File: src/rtl/cs_pkg.sv
package cs_pkg;
  typedef enum logic {
    ST_IDLE  = 1'b0,
    ST_ISSUE = 1'b1
  } split_state_e;
endpackage

File: src/rtl/cs_slot_counter.sv
module cs_slot_counter #(
  parameter int RING_DEPTH = 16,
  parameter int CNT_W      = $clog2(RING_DEPTH)
) (
  input  logic             clk_i,
  input  logic             rst_ni,
  input  logic             take_i,
  input  logic             give_i,
  output logic [CNT_W-1:0] free_o,
  output logic             avail_o
);
  localparam logic [CNT_W-1:0] CAP = CNT_W'(RING_DEPTH - 1);

  logic [CNT_W-1:0] free_q;

  always_ff @(posedge clk_i or negedge rst_ni) begin
    if (!rst_ni) begin
      free_q <= CAP;
    end else if (take_i && !give_i) begin
      free_q <= free_q - 1'b1;
    end else if (!take_i && give_i && free_q != CAP) begin
      free_q <= free_q + 1'b1;
    end
  end

  assign free_o  = free_q;
  assign avail_o = (free_q != '0);
endmodule

File: src/rtl/cs_chunk_engine.sv
module cs_chunk_engine
  import cs_pkg::*;
#(
  parameter int ADDR_W    = 32,
  parameter int LEN_W     = 20,
  parameter int MAX_CHUNK = 16256,
  parameter int CHUNK_W   = $clog2(MAX_CHUNK + 1)
) (
  input  logic               clk_i,
  input  logic               rst_ni,
  input  logic               req_valid_i,
  input  logic [ADDR_W-1:0]  req_src_i,
  input  logic [ADDR_W-1:0]  req_dst_i,
  input  logic [LEN_W-1:0]   req_len_i,
  input  logic               slot_avail_i,
  output logic               req_ready_o,
  output logic               issue_o,
  output logic [ADDR_W-1:0]  src_o,
  output logic [ADDR_W-1:0]  dst_o,
  output logic [CHUNK_W-1:0] len_o,
  output logic               last_o
);
  localparam logic [LEN_W-1:0] MAX_L = LEN_W'(MAX_CHUNK);

  split_state_e      state_q;
  logic [ADDR_W-1:0] src_q, dst_q;
  logic [LEN_W-1:0]  rem_q;
  logic [LEN_W-1:0]  chunk;
  logic              fits;
  logic              accept;

  assign fits        = (rem_q <= MAX_L);
  assign chunk       = fits ? rem_q : MAX_L;
  assign req_ready_o = (state_q == ST_IDLE);
  assign accept      = req_valid_i && req_ready_o;
  assign issue_o     = (state_q == ST_ISSUE) && slot_avail_i;

  always_ff @(posedge clk_i or negedge rst_ni) begin
    if (!rst_ni) begin
      state_q <= ST_IDLE;
      src_q   <= '0;
      dst_q   <= '0;
      rem_q   <= '0;
    end else if (accept) begin
      src_q <= req_src_i;
      dst_q <= req_dst_i;
      rem_q <= req_len_i;
      // zero-length requests are swallowed
      if (req_len_i != '0) state_q <= ST_ISSUE;
    end else if (issue_o) begin
      src_q <= src_q + ADDR_W'(chunk);
      dst_q <= dst_q + ADDR_W'(chunk);
      rem_q <= rem_q - chunk;
      if (fits) state_q <= ST_IDLE;
    end
  end

  assign src_o  = src_q;
  assign dst_o  = dst_q;
  assign len_o  = chunk[CHUNK_W-1:0];
  assign last_o = fits;
endmodule

File: src/rtl/cs_publisher.sv
module cs_publisher #(
  parameter int RING_DEPTH = 16,
  parameter int IDX_W      = $clog2(RING_DEPTH)
) (
  input  logic             clk_i,
  input  logic             rst_ni,
  input  logic             write_i,
  output logic [IDX_W-1:0] wr_idx_o,
  output logic [IDX_W-1:0] prod_idx_o
);
  logic [IDX_W-1:0] wr_q, prod_q;

  always_ff @(posedge clk_i or negedge rst_ni) begin
    if (!rst_ni) begin
      wr_q   <= '0;
      prod_q <= '0;
    end else begin
      if (write_i) wr_q <= wr_q + 1'b1;
      // publish only once the batch has stopped writing
      else         prod_q <= wr_q;
    end
  end

  assign wr_idx_o   = wr_q;
  assign prod_idx_o = prod_q;
endmodule

File: src/rtl/copy_splitter.sv
module copy_splitter #(
  parameter int ADDR_W     = 32,
  parameter int LEN_W      = 20,
  parameter int MAX_CHUNK  = 16256,
  parameter int RING_DEPTH = 16,
  localparam int CHUNK_W   = $clog2(MAX_CHUNK + 1),
  localparam int IDX_W     = $clog2(RING_DEPTH)
) (
  input  logic               clk_i,
  input  logic               rst_ni,
  input  logic               req_valid_i,
  output logic               req_ready_o,
  input  logic [ADDR_W-1:0]  req_src_i,
  input  logic [ADDR_W-1:0]  req_dst_i,
  input  logic [LEN_W-1:0]   req_len_i,
  input  logic               release_i,
  output logic               desc_we_o,
  output logic [IDX_W-1:0]   desc_idx_o,
  output logic [ADDR_W-1:0]  desc_src_o,
  output logic [ADDR_W-1:0]  desc_dst_o,
  output logic [CHUNK_W-1:0] desc_len_o,
  output logic               desc_last_o,
  output logic [IDX_W-1:0]   prod_idx_o,
  output logic [IDX_W-1:0]   free_slots_o
);
  logic slot_avail;

  cs_slot_counter #(.RING_DEPTH(RING_DEPTH), .CNT_W(IDX_W)) u_slots (
    .clk_i   (clk_i),
    .rst_ni  (rst_ni),
    .take_i  (desc_we_o),
    .give_i  (release_i),
    .free_o  (free_slots_o),
    .avail_o (slot_avail)
  );

  cs_chunk_engine #(
    .ADDR_W(ADDR_W), .LEN_W(LEN_W), .MAX_CHUNK(MAX_CHUNK), .CHUNK_W(CHUNK_W)
  ) u_engine (
    .clk_i        (clk_i),
    .rst_ni       (rst_ni),
    .req_valid_i  (req_valid_i),
    .req_src_i    (req_src_i),
    .req_dst_i    (req_dst_i),
    .req_len_i    (req_len_i),
    .slot_avail_i (slot_avail),
    .req_ready_o  (req_ready_o),
    .issue_o      (desc_we_o),
    .src_o        (desc_src_o),
    .dst_o        (desc_dst_o),
    .len_o        (desc_len_o),
    .last_o       (desc_last_o)
  );

  cs_publisher #(.RING_DEPTH(RING_DEPTH), .IDX_W(IDX_W)) u_pub (
    .clk_i      (clk_i),
    .rst_ni     (rst_ni),
    .write_i    (desc_we_o),
    .wr_idx_o   (desc_idx_o),
    .prod_idx_o (prod_idx_o)
  );
endmodule

File: config.mk
export PLATFORM = sky130hd
export DESIGN_NAME = copy_splitter
export DESIGN_NICKNAME = d
export VERILOG_FILES = /design/src/rtl/cs_pkg.sv /design/src/rtl/cs_slot_counter.sv /design/src/rtl/cs_chunk_engine.sv /design/src/rtl/cs_publisher.sv /design/src/rtl/copy_splitter.sv
export SDC_FILE = /design/constraint.sdc
export NUM_CORES = 1
export LEC_CHECK = 0
export BUFFER_PORTS_ARGS = -buffer_cell sky130_fd_sc_hd__buf_4
export CAP_MARGIN = 10
export CORE_AREA = 2 2 154 156
export CTS_BUF_LIST = sky130_fd_sc_hd__clkbuf_8
export CTS_CLUSTER_DIAMETER = 60
export DETAILED_ROUTE_END_ITERATION = 16
export DIE_AREA = 0 0 156 158
export REMOVE_ABC_BUFFERS = 1
export SETUP_SLACK_MARGIN = 0.4
export SYNTH_ARGS = -nofsm -noshare
export SYNTH_HDL_FRONTEND = slang
export SYNTH_SLANG_ARGS = --single-unit
export TNS_END_PERCENT = 50
File: constraint.sdc
create_clock -name clk_i -period 5.9 [get_ports clk_i]
set_input_delay 0.885 -clock clk_i [delete_from_list [all_inputs] [get_ports clk_i]]
set_output_delay 0.885 -clock clk_i [all_outputs]
set_load 0.03 [all_outputs]
# Yosys cells after proc, flatten, opt, wreduce, memory -nomap -nowiden
# Index checks and enable logic that the tools add are counted.
# Widths: inputs -> output; s select.
[word_totals] register_bits=97 inputBits=88 out_inout_bits=93 elab_cells=43
[op_classes] n_addsub=6 order_cmp=1 eq_ne=2 mux=13 bitwise=1 reduce_logical=13
[op_table] op="$mux 32" count=4
[op_table] op="$add 32x20->32" count=2
[op_table] op="$mux 20" count=3
[op_table] op="$le 20x14->1 const B" count=1
[op_table] op="$reduce_bool 20->1" count=1
[op_table] op="$sub 20x20->20" count=1
[op_table] op="$add 4x1->4 const B" count=2
[op_table] op="$mux 4" count=2
[op_table] op="$reduce_bool 2->1" count=3
[op_table] op="$logic_and 1x1->1" count=5
[op_table] op="$mux 1" count=4
[op_table] op="$ne 4x4->1 const B" count=1
[op_table] op="$reduce_bool 4->1" count=1
[op_table] op="$sub 4x1->4 const B" count=1
[op_table] op="$reduce_and 3->1" count=1
[op_table] op="$logic_not 1->1" count=2
[op_table] op="$ne 2x2->1 const B" count=1
[op_table] op="$not 1->1" count=1

# Depth between registers and ports, before layout
# Gate-level depths: netlist of the first run.
[depth] ltp_word=7 ltp_mapped=16 depth_no_buf=14

# Cells and area by module
# A second synthesis of the first run with hierarchy kept.
[unflattened] hier_cells=759 hier_area_um2=6844.1
[by_module_without_submodules] mod="cs_chunk_engine" n_inst=1 cells_each=709 area_per_inst_um2=6212.2
[by_module_without_submodules] mod="cs_publisher" n_inst=1 cells_each=23 area_per_inst_um2=349.1
[by_module_without_submodules] mod="cs_slot_counter" n_inst=1 cells_each=27 area_per_inst_um2=282.8

# Worst setup path before layout of the first run
# No wires, ideal clock.
[synth_timing] kind="reg2reg" start="register u_engine.rem_q[14]" end="register u_engine.src_q[26] (netlist: u_engine.src_o[26])" t_arrival_ns=4.602 required_time_ns=5.831 slack_ns=1.229 stages_incl_launch_ff=17 n_path_buf=2 synth_period_minus_slack_ns=4.671 cell_sequence="dfrtp_1 -> or4_4 -> nor3_4 -> o21ai_2 -> clkbuf_1 -> inv_1 -> clkbuf_1 -> and2_1 -> fa_1 -> a21o_1 -> a221oi_2 -> o31ai_1 -> o21ai_1 -> a31oi_2 -> nand2_1 -> or4b_2 -> nand3_1"
[synth_between] elab_chain_len=5
[synth_rtl] item="start, declared" line="cs_chunk_engine.sv:27" source="logic [LEN_W-1:0] rem_q;"
[synth_rtl] item="start signal, assigned" line="cs_chunk_engine.sv:47" source="rem_q <= req_len_i;"
[synth_rtl] item="start signal, assigned" line="cs_chunk_engine.sv:53" source="rem_q <= rem_q - chunk;"
[synth_rtl] item="$le 20x14->1" line="cs_chunk_engine.sv:32" source="assign fits = (rem_q <= MAX_L);"
[synth_rtl] item="named net desc_last_o" line="copy_splitter.sv:22" source="output logic desc_last_o,"
[synth_rtl] item="$mux 20" line="cs_chunk_engine.sv:33" source="assign chunk = fits ? rem_q : MAX_L;"
[synth_rtl] item="named net desc_len_o[1]" line="copy_splitter.sv:21" source="output logic [CHUNK_W-1:0] desc_len_o,"
[synth_rtl] item="$add 32x20->32" line="cs_chunk_engine.sv:51" source="src_q <= src_q + ADDR_W'(chunk);"
[synth_rtl] item="$mux 32" line="cs_chunk_engine.sv:50" source="end else if (issue_o) begin"
[synth_rtl] item="$mux 32" line="cs_chunk_engine.sv:44" source="end else if (accept) begin"
[synth_rtl] item="end signal, assigned" line="cs_chunk_engine.sv:45" source="src_q <= req_src_i;"
[synth_rtl] item="end signal, assigned" line="cs_chunk_engine.sv:51"
[synth_rtl] item="end, declared" line="cs_chunk_engine.sv:26" source="logic [ADDR_W-1:0] src_q, dst_q;"
# The timed path passes the listed nets, and every way through them passes these cells. The select of a mux whose other input is x is not followed.
# A chain may end at the register's enable or synchronous reset.

# Worst setup path after layout of the first run
[layout_timing] start="register u_engine.rem_q[14]" end="register u_engine.src_q[26] (netlist: u_engine.src_o[26])"
[layout_between] elab_chain_len=5
[layout_rtl] item="$le 20x14->1" line="cs_chunk_engine.sv:32"
[layout_rtl] item="$mux 20 (*)" line="cs_chunk_engine.sv:33"
[layout_rtl] item="$add 32x20->32 (*)" line="cs_chunk_engine.sv:51"
[layout_rtl] item="$mux 32 (*)" line="cs_chunk_engine.sv:50"
[layout_rtl] item="$mux 32 (*)" line="cs_chunk_engine.sv:44"
# Every way passes the cells marked *; elsewhere a longest branch is shown, timed or not. The select of a mux whose other input is x is not followed.

==> impl_metrics.yaml, run 1 <==
hold_path:
  min_path_type: "input port to asynchronous set/reset pin"
synth:
  synth-seq-cells: 97
  synth_edf_count: 0
  netlist_instances: 776
  netlist_area_um2: 6765
  ys.flop_type: "dfrtp_1"
  synth_cell_types: 72
  ys_async_sr_fraction_pct: 100.0
  avgSynthCellArea_um2: 8.718
  ys_warn_count: 0
  synth_seq_area_share_pct: 35.95
setup_path:
  critPathArrivalTime_ps: 5120
  start_kind: "register"
  worstPathRequired_ps: 6220
  crit_type: "register to register"
  cp_slowest_cell: "or4b_2"
  cp_max_fo: 17
  end_kind: "register"
  path_cells: "or4_4, nor3_4, o21ai_2, inv_1, and2_1, fa_1, a21o_1, a221oi_2, o31ai_1, o21ai_1, a31oi_2, nand2_1, or4b_2, nand3_1"
  max_stage_delay_ps: 620
timing:
  timing.slew.headroom_pct: 37.94
  layout_min_cycle_time_ps: 4799
  max_freq_mhz: 208.4
  drv_slew: 0
  finalSetupTns_ps: 0
  rsz0062_at_grt: "no"
  layout_setup_ws_ps: 1101
  clock_skew_ps: 18.79
  setup-violations-final: 0
  min_period_over_period_pct: 81.34
  hold_viol_final: 0
  worstMarginPinSlew_ps: 930.9
detailed_routing:
  routedWlPerCell_um: 17.55
  drtIter0Drc: 357
  vias: 6696
  first_pass_iters: 5
  vias_per_cell: 5.396
  drc: 0
  wl_mm: 21.78
  ant_nets: 0
global_route:
  grt.total_usage_pct: 17.56
  grt_pass1_wl_mm: 34.15
  grt_pass1_vias: 6370
  antenna_found_initial: 1
  grt_max_degree: 82
  overflow: 0
floorplan:
  core_area_um2: 23050
  num_rows: 56
  io_pins: 181
  die_w_um: 156
  fp.dieArea_um2: 24650
  fp.dieH_um: 158
  start_util_pct: 29.35
clock_tree:
  root_buffer: "clkbuf_8"
  cts_resized: 0
  clk_latency_ps: 390
  cts_tree: "done"
  cts_hold_buf: 0
  numCtsBuffers: 9
  clockBufferDepth: 2
  cts_setup_buffers: 0
  clkTransAtPathRegs_ps: 100
  clock-sinks: 97
  htree_levels: 3
layout:
  final_area_um2: 8668
  multiInputGateArea_um2: 4159
  area_growth_pct: 28.13
  drive_gt1_share_pct: 23.58
  fill_cells: 2380
  num-nets-final: 1079
  seq_area_um2: 2432
place:
  post-place-ws_ps: 1156
  place_congestion: 0.9047
  postPlaceCellArea_um2: 8437
  io_buffers: 180
  dp_hpwl_mm: 16.13
power_and_ir_drop:
  p_total_mw: 5.613
  ir_drop_uv: 272.4
  leakage_nw: 3.923
  powerDensity_nw_per_um2: 647.6
run_status:
  status: "complete, no violations"
flow_run:
  drv_cap: 0
[layer usage]
layer	vias up	share of wire (%)	wire length [µm]	global-route usage (%)
met1	3205	46	10090	23.84
met5	-	0	0	0
met3	22	5.9	1277	3.449
met2	195	46	9998	28.61
li1	3274	-	-	-
met4	0	1.9	416	4.762
[kinds of logic (layout without fill, tap and decap cells)]
logic type               count (synthesis)  in the layout  share of synthesized area [%]
adder cells (fa/ha/maj)                 45             45                          8.655
AND/OR/NAND/NOR                        260            260                          19.31
AO/OA/AOI/OAI                          276            276                          27.69
buffers and inverters                   59            224                          3.329
flip-flops                              97             97                          35.95
other                                    2             12                         0.1110
multiplexers                             6              6                         0.9432
XOR/XNOR                                31             31                          4.013
[registers in the layout, indices dropped and copies added, names as in the netlist]
signal            cells
u_engine.dst_o       32
u_engine.rem_q       20
u_engine.src_o       32
u_engine.state_q      1
u_pub.prod_idx_o      4
u_pub.wr_idx_o        4
u_slots.free_o        4
[where the power goes]
part	internal, mW	switching [mW]	total (mW)
Clock	0.270	0.247	0.517
Combinational	1.43	2.22	3.66
Sequential	1.04	0.401	1.44
[synthesized netlist by cell type, types with 14 or more instances]
library cell	count	share of area (%)
clkbuf_1	32	1.8
xor2_1	14	1.8
nor2_1	40	2.2
o21ai_0	68	5.0
nand3_1	31	2.3
inv_1	23	1.3
ha_1	42	7.8
nand2_1	85	4.7
xnor2_1	17	2.2
a22oi_1	28	3.1
a21o_1	19	2.1
a21oi_1	48	3.6
dfrtp_1	93	34
[through the flow]
step	util, %	instances	hold WS (ps)
3_5_place_dp	36.60	1225	466.6
5_1_grt	37.60	1241	508.2
2_1_floorplan	-	749	471.4
6_report	37.60	1241	464.6
4_1_cts	37.59	1240	468.5
3_3_place_gp	36.60	1225	455.4
[worst max-delay path: cells and delay by family (launching register included)]
family	cells	cell delay, ps
and+or+nand+nor	6	2070
AOI/OAI and AO/OA	6	1460
DFF	1	460
buffers and inverters	1	460
adders and majority gates	1	280
[layout by cell type (no fill, tap or decap), types with 8 or more instances in the layout]
cell      count
a21o_1       19
nand2_1      85
xnor2_1      17
o311ai_0     13
or3_1         9
inv_1        24
xor2_1       14
a221o_1      11
a21oi_1      48
buf_4       186
a22oi_1      28
nand4_1      13
o21ai_0      68
a31oi_1      13
conb_1       11
ha_1         42
and3_1       13
nor4_1        8
nand3_1      31
dfrtp_1      93
nand2b_1     12
nor2_1       39
nor3_1        9
nor3b_1       8
o211ai_1     12
o31ai_1       9
and2_1        8
clkbuf_8     12
[worst paths after layout]
check | start | to | slack [ps] | depth (start not counted)
setup / recovery | u_engine.rem_q[14]$_DFFE_PN0P_ | u_engine.src_o[26]$_DFFE_PN0P_ | 1100 | 14
hold / removal | rst_ni | u_engine.dst_o[19]$_DFFE_PN0P_ | 460 | 1
setup reg to reg | u_engine.rem_q[14]$_DFFE_PN0P_ | u_engine.src_o[26]$_DFFE_PN0P_ | 1100 | 14
hold reg to reg | u_pub.prod_idx_o[3]$_DFFE_PN0N_ | u_pub.prod_idx_o[3]$_DFFE_PN0N_ | 480 | 2
max in group asynchronous | rst_ni | u_engine.rem_q[13]$_DFFE_PN0P_ | 4240 | 2
min in group clk_i | u_pub.prod_idx_o[3]$_DFFE_PN0N_ | u_pub.prod_idx_o[3]$_DFFE_PN0N_ | 480 | 2
[area by class of cell]
class / count / area share, %
repair buffers: 186 / 16.11
clock inverters: 3 / 0.7361
well taps: 290 / 4.186
diodes: 1 / 0.02887
clock buffers: 12 / 1.905
inverters: 23 / 0.9960
flip-flops and latches: 97 / 28.06
multi-input cells: 629 / 47.98
Power figures use the tool's default switching activity.
==> inputs of run 2 (changes only) <==
==> constraint.sdc (replaced) <==
create_clock -name clk_i -period 4.3 [get_ports clk_i]
set_input_delay 0.645 -clock clk_i [delete_from_list [all_inputs] [get_ports clk_i]]
set_output_delay 0.645 -clock clk_i [all_outputs]
set_load 0.03 [all_outputs]
==> run 2 against run 1 <==
Compared with the run above:
- core utilization up 2.1 points
- flip-flop and latch count unchanged
- die area unchanged
- hold slack worse by 220 ps
- critical path depth unchanged
- non-clock buffer count up 34
- combinational power up 51%
- clock skew down 2.4 ps
- worst setup slack worse by 610 ps
- critical path type unchanged
- largest cell class unchanged
- highest routed layer unchanged
==> impl_metrics.yaml, run 2 (synthesis results as in run 1) <==
setup_path:
  crit_type: "register to register"
  path_buf_inv: 2
  path_common_cell: "buf_4"
  cp_slowest_cell: "or4_4"
  crit_family: "simple AND/OR/NAND/NOR gates"
  worstPathRequired_ps: 4540
  cp_max_fo: 6
  max_stage_delay_ps: 560
  path_cells: "or4_4, nor3_4, buf_4, or2b_1, ha_4, nand4_1, a31oi_1, o31ai_2, buf_4, o21ai_2, a41oi_2, or2_2, o211ai_1, o311ai_0"
  critPathArrivalTime_ps: 4050
  start_kind: "register"
  end_kind: "register"
power_and_ir_drop:
  powerDensity_nw_per_um2: 878.6
  leakage_nw: 4.071
  ir_drop_uv: 369.9
hold_path:
  min_path_type: "input port to asynchronous set/reset pin"
floorplan:
  core_area_um2: 23050
  start_util_pct: 29.35
  io_pins: 181
  fp.dieH_um: 158
  num_rows: 56
  fp.dieArea_um2: 24650
  die_w_um: 156
detailed_routing:
  wl_met3_mm: 1.183
  maxUsedRoutingLayer: "met4"
  vias_per_cell: 5.416
  first_pass_iters: 5
  drtIter0Drc: 371
  wl_mm: 22.59
  wl_met2_mm: 10.64
  ant_nets: 0
  routedWlPerCell_um: 17.70
  drc: 0
  drt-met1-wl_mm: 10.59
  vias: 6911
place:
  io_buffers: 180
  post-place-cells: 1250
  postPlaceCellArea_um2: 8625
  dp_hpwl_mm: 16.53
  place_congestion: 0.8717
timing:
  hold_viol_final: 0
  holdWs_ps: 243.4
  layout_min_cycle_time_ps: 3810
  drv_slew: 0
  rsz0062_at_grt: "yes"
  clock_skew_ps: 16.35
  setup-violations-final: 0
  timing.slew.headroom_pct: 44.62
  min_period_over_period_pct: 88.60
  max_freq_mhz: 262.5
  worstMarginPinSlew_ps: 830.7
clock_tree:
  clk_latency_ps: 380
  htree_levels: 3
  cts_tree: "done"
  clock-sinks: 97
  clkTransAtPathRegs_ps: 110
  root_buffer: "clkbuf_8"
  numCtsBuffers: 9
  cts_hold_buf: 0
  clockBufferDepth: 2
global_route:
  overflow: 0
  grt_pass1_vias: 6401
  grt_pass1_wl_mm: 34.17
  grt_max_degree: 78
  grt.total_usage_pct: 17.53
  antenna_found_initial: 1
layout:
  final_area_um2: 9145
  drive_gt1_share_pct: 30.56
  num-nets-final: 1114
  post-route-util_pct: 39.67
  final_common_cell: "buf_4"
  layout.cells.non_filler: 1276
  final_cell_mix: "219 x buf_4, 93 x dfrtp_1, 84 x nand2_1"
  area_growth_pct: 35.18
  fill_cells: 2347
run_status:
  status: "complete, no violations"
flow_run:
  drv_cap: 0
==> run 2: cell count changes in the layout (fill, tap and decap cells not counted), sizes merged <==
cell | before | now
buf | 186 | 220
inv | 24 | 23
clkinv | 0 | 3
bufinv | 2 | 0
clkinvlp | 0 | 3
nand2 | 86 | 87
clkbuf | 12 | 9
==> run 2: what timing repair did <==
action                     CTS  global route
pin swaps                    1             7
cloned                       0             1
setup endpoints to repair   27            31
gates resized for setup     11            53
buffers inserted             2             7
==> run 2: area by class of cell <==
cell class | count | area (µm²) | area share [%]
Multi-Input combinational cell | 630 | 4441 | 48.56
Sequential cell | 97 | 2432 | 26.60
Timing Repair Buffer | 220 | 1655 | 18.10
Tap cell | 290 | 362.8 | 3.968
Clock buffer | 9 | 123.9 | 1.354
Inverter | 23 | 90.09 | 0.9851
Clock inverter | 6 | 37.54 | 0.4105
Antenna cell | 1 | 2.502 | 0.02736
==> run 2: worst reg2reg max path, stage by stage (launching register included) <==
cell	delay, ps
dfrtp_1	430
or4_4	560
nor3_4	150
buf_4	160
or2b_1	340
ha_4	360
nand4_1	170
a31oi_1	230
o31ai_2	100
buf_4	160
o21ai_2	180
a41oi_2	180
or2_2	340
o211ai_1	170
o311ai_0	140
==> run 2: metrics by stage <==
step / setup TNS [ps] / setup WS, ps / power [mW]
global placement: 0 / 139.7 / 7.075
floorplan: -55470 / -1333 / 5.367
detailed placement: 0 / 60.05 / 7.142
CTS: 0 / 369.3 / 7.767
global route: 0 / 336.5 / 8.703
finish: 0 / 490.3 / 8.035
==> run 2: power by group <==
part | total (mW) | switching, mW | internal [mW]
Clock | 0.555 | 0.350 | 0.205
Sequential | 1.97 | 0.545 | 1.42
Combinational | 5.51 | 3.23 | 2.28
==> run 2: per-layer routing <==
| layer | global-route usage, % | vias to the layer above |
|---|---|---|
| met5 | 0 | - |
| li1 | - | 3357 |
| met2 | 28.51 | 192 |
| met1 | 24.56 | 3347 |
| met4 | 3.932 | 0 |
| met3 | 2.792 | 15 |
==> run 2: worst paths after layout <==
| kind | start | end | slack, ps | cells after the start |
|---|---|---|---|---|
| worst max-delay path | u_engine.rem_q[15]$_DFFE_PN0P_ | u_engine.src_o[31]$_DFFE_PN0P_ | 490 | 14 |
| worst min-delay path | rst_ni | u_engine.dst_o[18]$_DFFE_PN0P_ | 240 | 1 |
| worst max register to register | u_engine.rem_q[15]$_DFFE_PN0P_ | u_engine.src_o[31]$_DFFE_PN0P_ | 490 | 14 |
| worst min register to register | u_pub.prod_idx_o[3]$_DFFE_PN0N_ | u_pub.prod_idx_o[3]$_DFFE_PN0N_ | 480 | 2 |
| max in group asynchronous | rst_ni | u_engine.src_o[19]$_DFFE_PN0P_ | 3200 | 2 |
| min in group clk_i | req_src_i[22] | u_engine.src_o[22]$_DFFE_PN0P_ | 460 | 2 |
==> inputs of run 3 (changes only) <==
--- a/config.mk
+++ b/config.mk
@@ -12,6 +12,7 @@
 export CTS_CLUSTER_DIAMETER = 60
 export DETAILED_ROUTE_END_ITERATION = 16
 export DIE_AREA = 0 0 156 158
+export PLACE_DENSITY_LB_ADDON = 0.15
 export REMOVE_ABC_BUFFERS = 1
 export SETUP_SLACK_MARGIN = 0.4
 export SYNTH_ARGS = -nofsm -noshare
==> run 3 against run 2 <==
Compared with the run above:
- hold slack improved by 97 ps
- clock skew down 2.1 ps
- clock-buffer cell count unchanged
- largest cell class unchanged
- clock power grew 3.8%
- core utilization fell by 0.36 points
- critical path type unchanged
- design area decreased by 0.90%
- sequential power barely moved
- routed wire length is 0.35% higher
- flip-flop and latch count is the same
- via count fell by 1.6%
- critical path depth rose by 2
- non-clock buffer count decreased by 4
==> impl_metrics.yaml, run 3 (synthesis results as in run 1) <==
run_status:
  status: "complete, no violations"
detailed_routing:
  wl_mm: 22.67
  vias: 6797
  vias_per_cell: 5.344
  drtIter0Drc: 368
  routedWlPerCell_um: 17.82
  drc: 0
  first_pass_iters: 5
  ant_nets: 0
setup_path:
  crit_type: "register to register"
  end_kind: "register"
  max_stage_delay_ps: 580
  reg2reg_from: "u_engine.rem_q[14]$_DFFE_PN0P_"
  cp_max_fo: 7
  path_buf_inv: 3
  r2r_end: "u_engine.src_o[31]$_DFFE_PN0P_"
  worstPathRequired_ps: 4580
  cp_slowest_cell: "or4_4"
  start_kind: "register"
  ff2ff_path_depth: 16
  ff2ff_setup_slack_ps: 560
  crit_family: "simple AND/OR/NAND/NOR gates"
  path_depth: 16
  critPathArrivalTime_ps: 4010
  path_cells: "or4_4, nor3_4, o21ai_2, inv_1, buf_4, nand2b_1, ha_4, nand4_1, a31oi_2, o31ai_4, o21ai_2, a41oi_1, buf_4, or2_2, o211ai_1, o311ai_1"
timing:
  min_period_over_period_pct: 86.90
  clock_skew_ps: 14.28
  hold_viol_final: 0
  setup-violations-final: 0
  max_freq_mhz: 267.6
  rsz0062_at_grt: "yes"
  timing.slew.headroom_pct: 34.14
  holdWs_ps: 340.8
  layout_min_cycle_time_ps: 3737
  worstMarginPinSlew_ps: 987.9
  drv_slew: 0
  finalSetupTns_ps: 0
power_and_ir_drop:
  p_comb_share_pct: 68.0
  power.internal_mw: 3.859
  p_total_mw: 7.959
  seq_power_share_pct: 24.8
  p_sw_share_pct: 51.51
  powerDensity_nw_per_um2: 878.2
  leakage_nw: 4.063
  pwr-share-clk_pct: 7.2
  ir_drop_uv: 300.5
  p_switching_mw: 4.100
global_route:
  grtUsageMet2_pct: 29.46
  grt-busiest-layer: "met2"
  grt.total_usage_pct: 18.32
  met1_usage_pct: 25.75
  grt_max_degree: 82
  grt_pass1_wl_mm: 35.62
  grt_pass1_vias: 6561
  antenna_found_initial: 0
  overflow: 0
  grt_use_met3_pct: 3.011
floorplan:
  start_util_pct: 29.35
  num_rows: 56
  core_area_um2: 23050
  fp.dieArea_um2: 24650
  die_w_um: 156
  io_pins: 181
  fp.dieH_um: 158
clock_tree:
  root_buffer: "clkbuf_8"
  clock-sinks: 97
  cts_tree: "done"
  numCtsBuffers: 9
  clkTransAtPathRegs_ps: 110
  clk_latency_ps: 390
  clockBufferDepth: 2
  htree_levels: 3
place:
  io_buffers: 180
  dp_hpwl_mm: 16.43
  place_congestion: 0.8376
layout:
  drive_gt1_share_pct: 29.53
  final_cell_mix: "216 x buf_4, 92 x dfrtp_1, 85 x nand2_1"
  post-route-util_pct: 39.31
  antenna_cells: 0
  num-nets-final: 1110
  seq_area_um2: 2434
  multiInputGateArea_um2: 4387
  area_growth_pct: 33.96
  final_common_cell: "buf_4"
  fill_cells: 2368
hold_path:
  min_path_type: "input port to asynchronous set/reset pin"
flow_run:
  drv_cap: 0
-- run 3: layout make-up --
| class | instances | share of cell area (%) |
|---|---|---|
| Clock buffer | 9 | 1.367 |
| Clock inverter | 7 | 0.5246 |
| Inverter | 23 | 0.9526 |
| Multi-Input combinational cell | 630 | 48.41 |
| Sequential cell | 97 | 26.85 |
| Tap cell | 290 | 4.004 |
| Timing Repair Buffer | 216 | 17.89 |
-- run 3: worst reg2reg max path: cells and delay by family, from the launching register on --
family          cells  cell delay, ps
compound gates      7            1050
fa+ha+maj           1             340
buf+inv             3             420
flops               1             440
simple gates        5            1390
-- run 3: routing by layer --
layer / vias up / share of wire (%)
met3: 12 / 4.8
met5: - / 0
met2: 163 / 46
met4: 0 / 1.1
li1: 3348 / -
met1: 3274 / 48
-- run 3: metrics by stage --
stage / area (µm²) / cells / setup WS, ps
after floorplan: 6660 / 749 / -1333
after global placement: 8610 / 1248 / 153.3
after detailed placement: 8610 / 1248 / 144.0
after CTS: 8820 / 1264 / 352.7
after global routing: 9062 / 1272 / 344.8
final: 9062 / 1272 / 563.4
-- run 3: power by group through the flow --
stage	Clock (mW)	Sequential (mW)	Combinational (mW)
2_1_floorplan	0	2.54	2.83
3_3_place_gp	0	1.97	5.14
3_5_place_dp	0	1.98	5.16
4_1_cts	0.612	1.96	5.21
5_1_grt	0.640	2.05	6.00
6_report	0.576	1.97	5.41
-- run 3: worst max path at each step --
stage / slack [ps] / startpoint / end
2_1_floorplan: -1330 / req_valid_i / u_engine.dst_o[12]$_DFFE_PN0P_
3_3_place_gp: 150 / u_engine.rem_q[14]$_DFFE_PN0P_ / u_engine.src_o[31]$_DFFE_PN0P_
3_5_place_dp: 140 / u_engine.rem_q[14]$_DFFE_PN0P_ / u_engine.src_o[31]$_DFFE_PN0P_
4_1_cts: 350 / u_engine.rem_q[14]$_DFFE_PN0P_ / u_engine.src_o[31]$_DFFE_PN0P_
5_1_grt: 340 / u_engine.rem_q[14]$_DFFE_PN0P_ / u_engine.src_o[31]$_DFFE_PN0P_
6_report: 560 / u_engine.rem_q[14]$_DFFE_PN0P_ / u_engine.src_o[31]$_DFFE_PN0P_
-- run 3: timing repair --
item	in CTS	in global routing
cloned	0	1
hold buffers	0	0
pin swaps	1	8
setup buffers	0	7
endpoints found under the setup margin	16	29
resized for setup	9	44
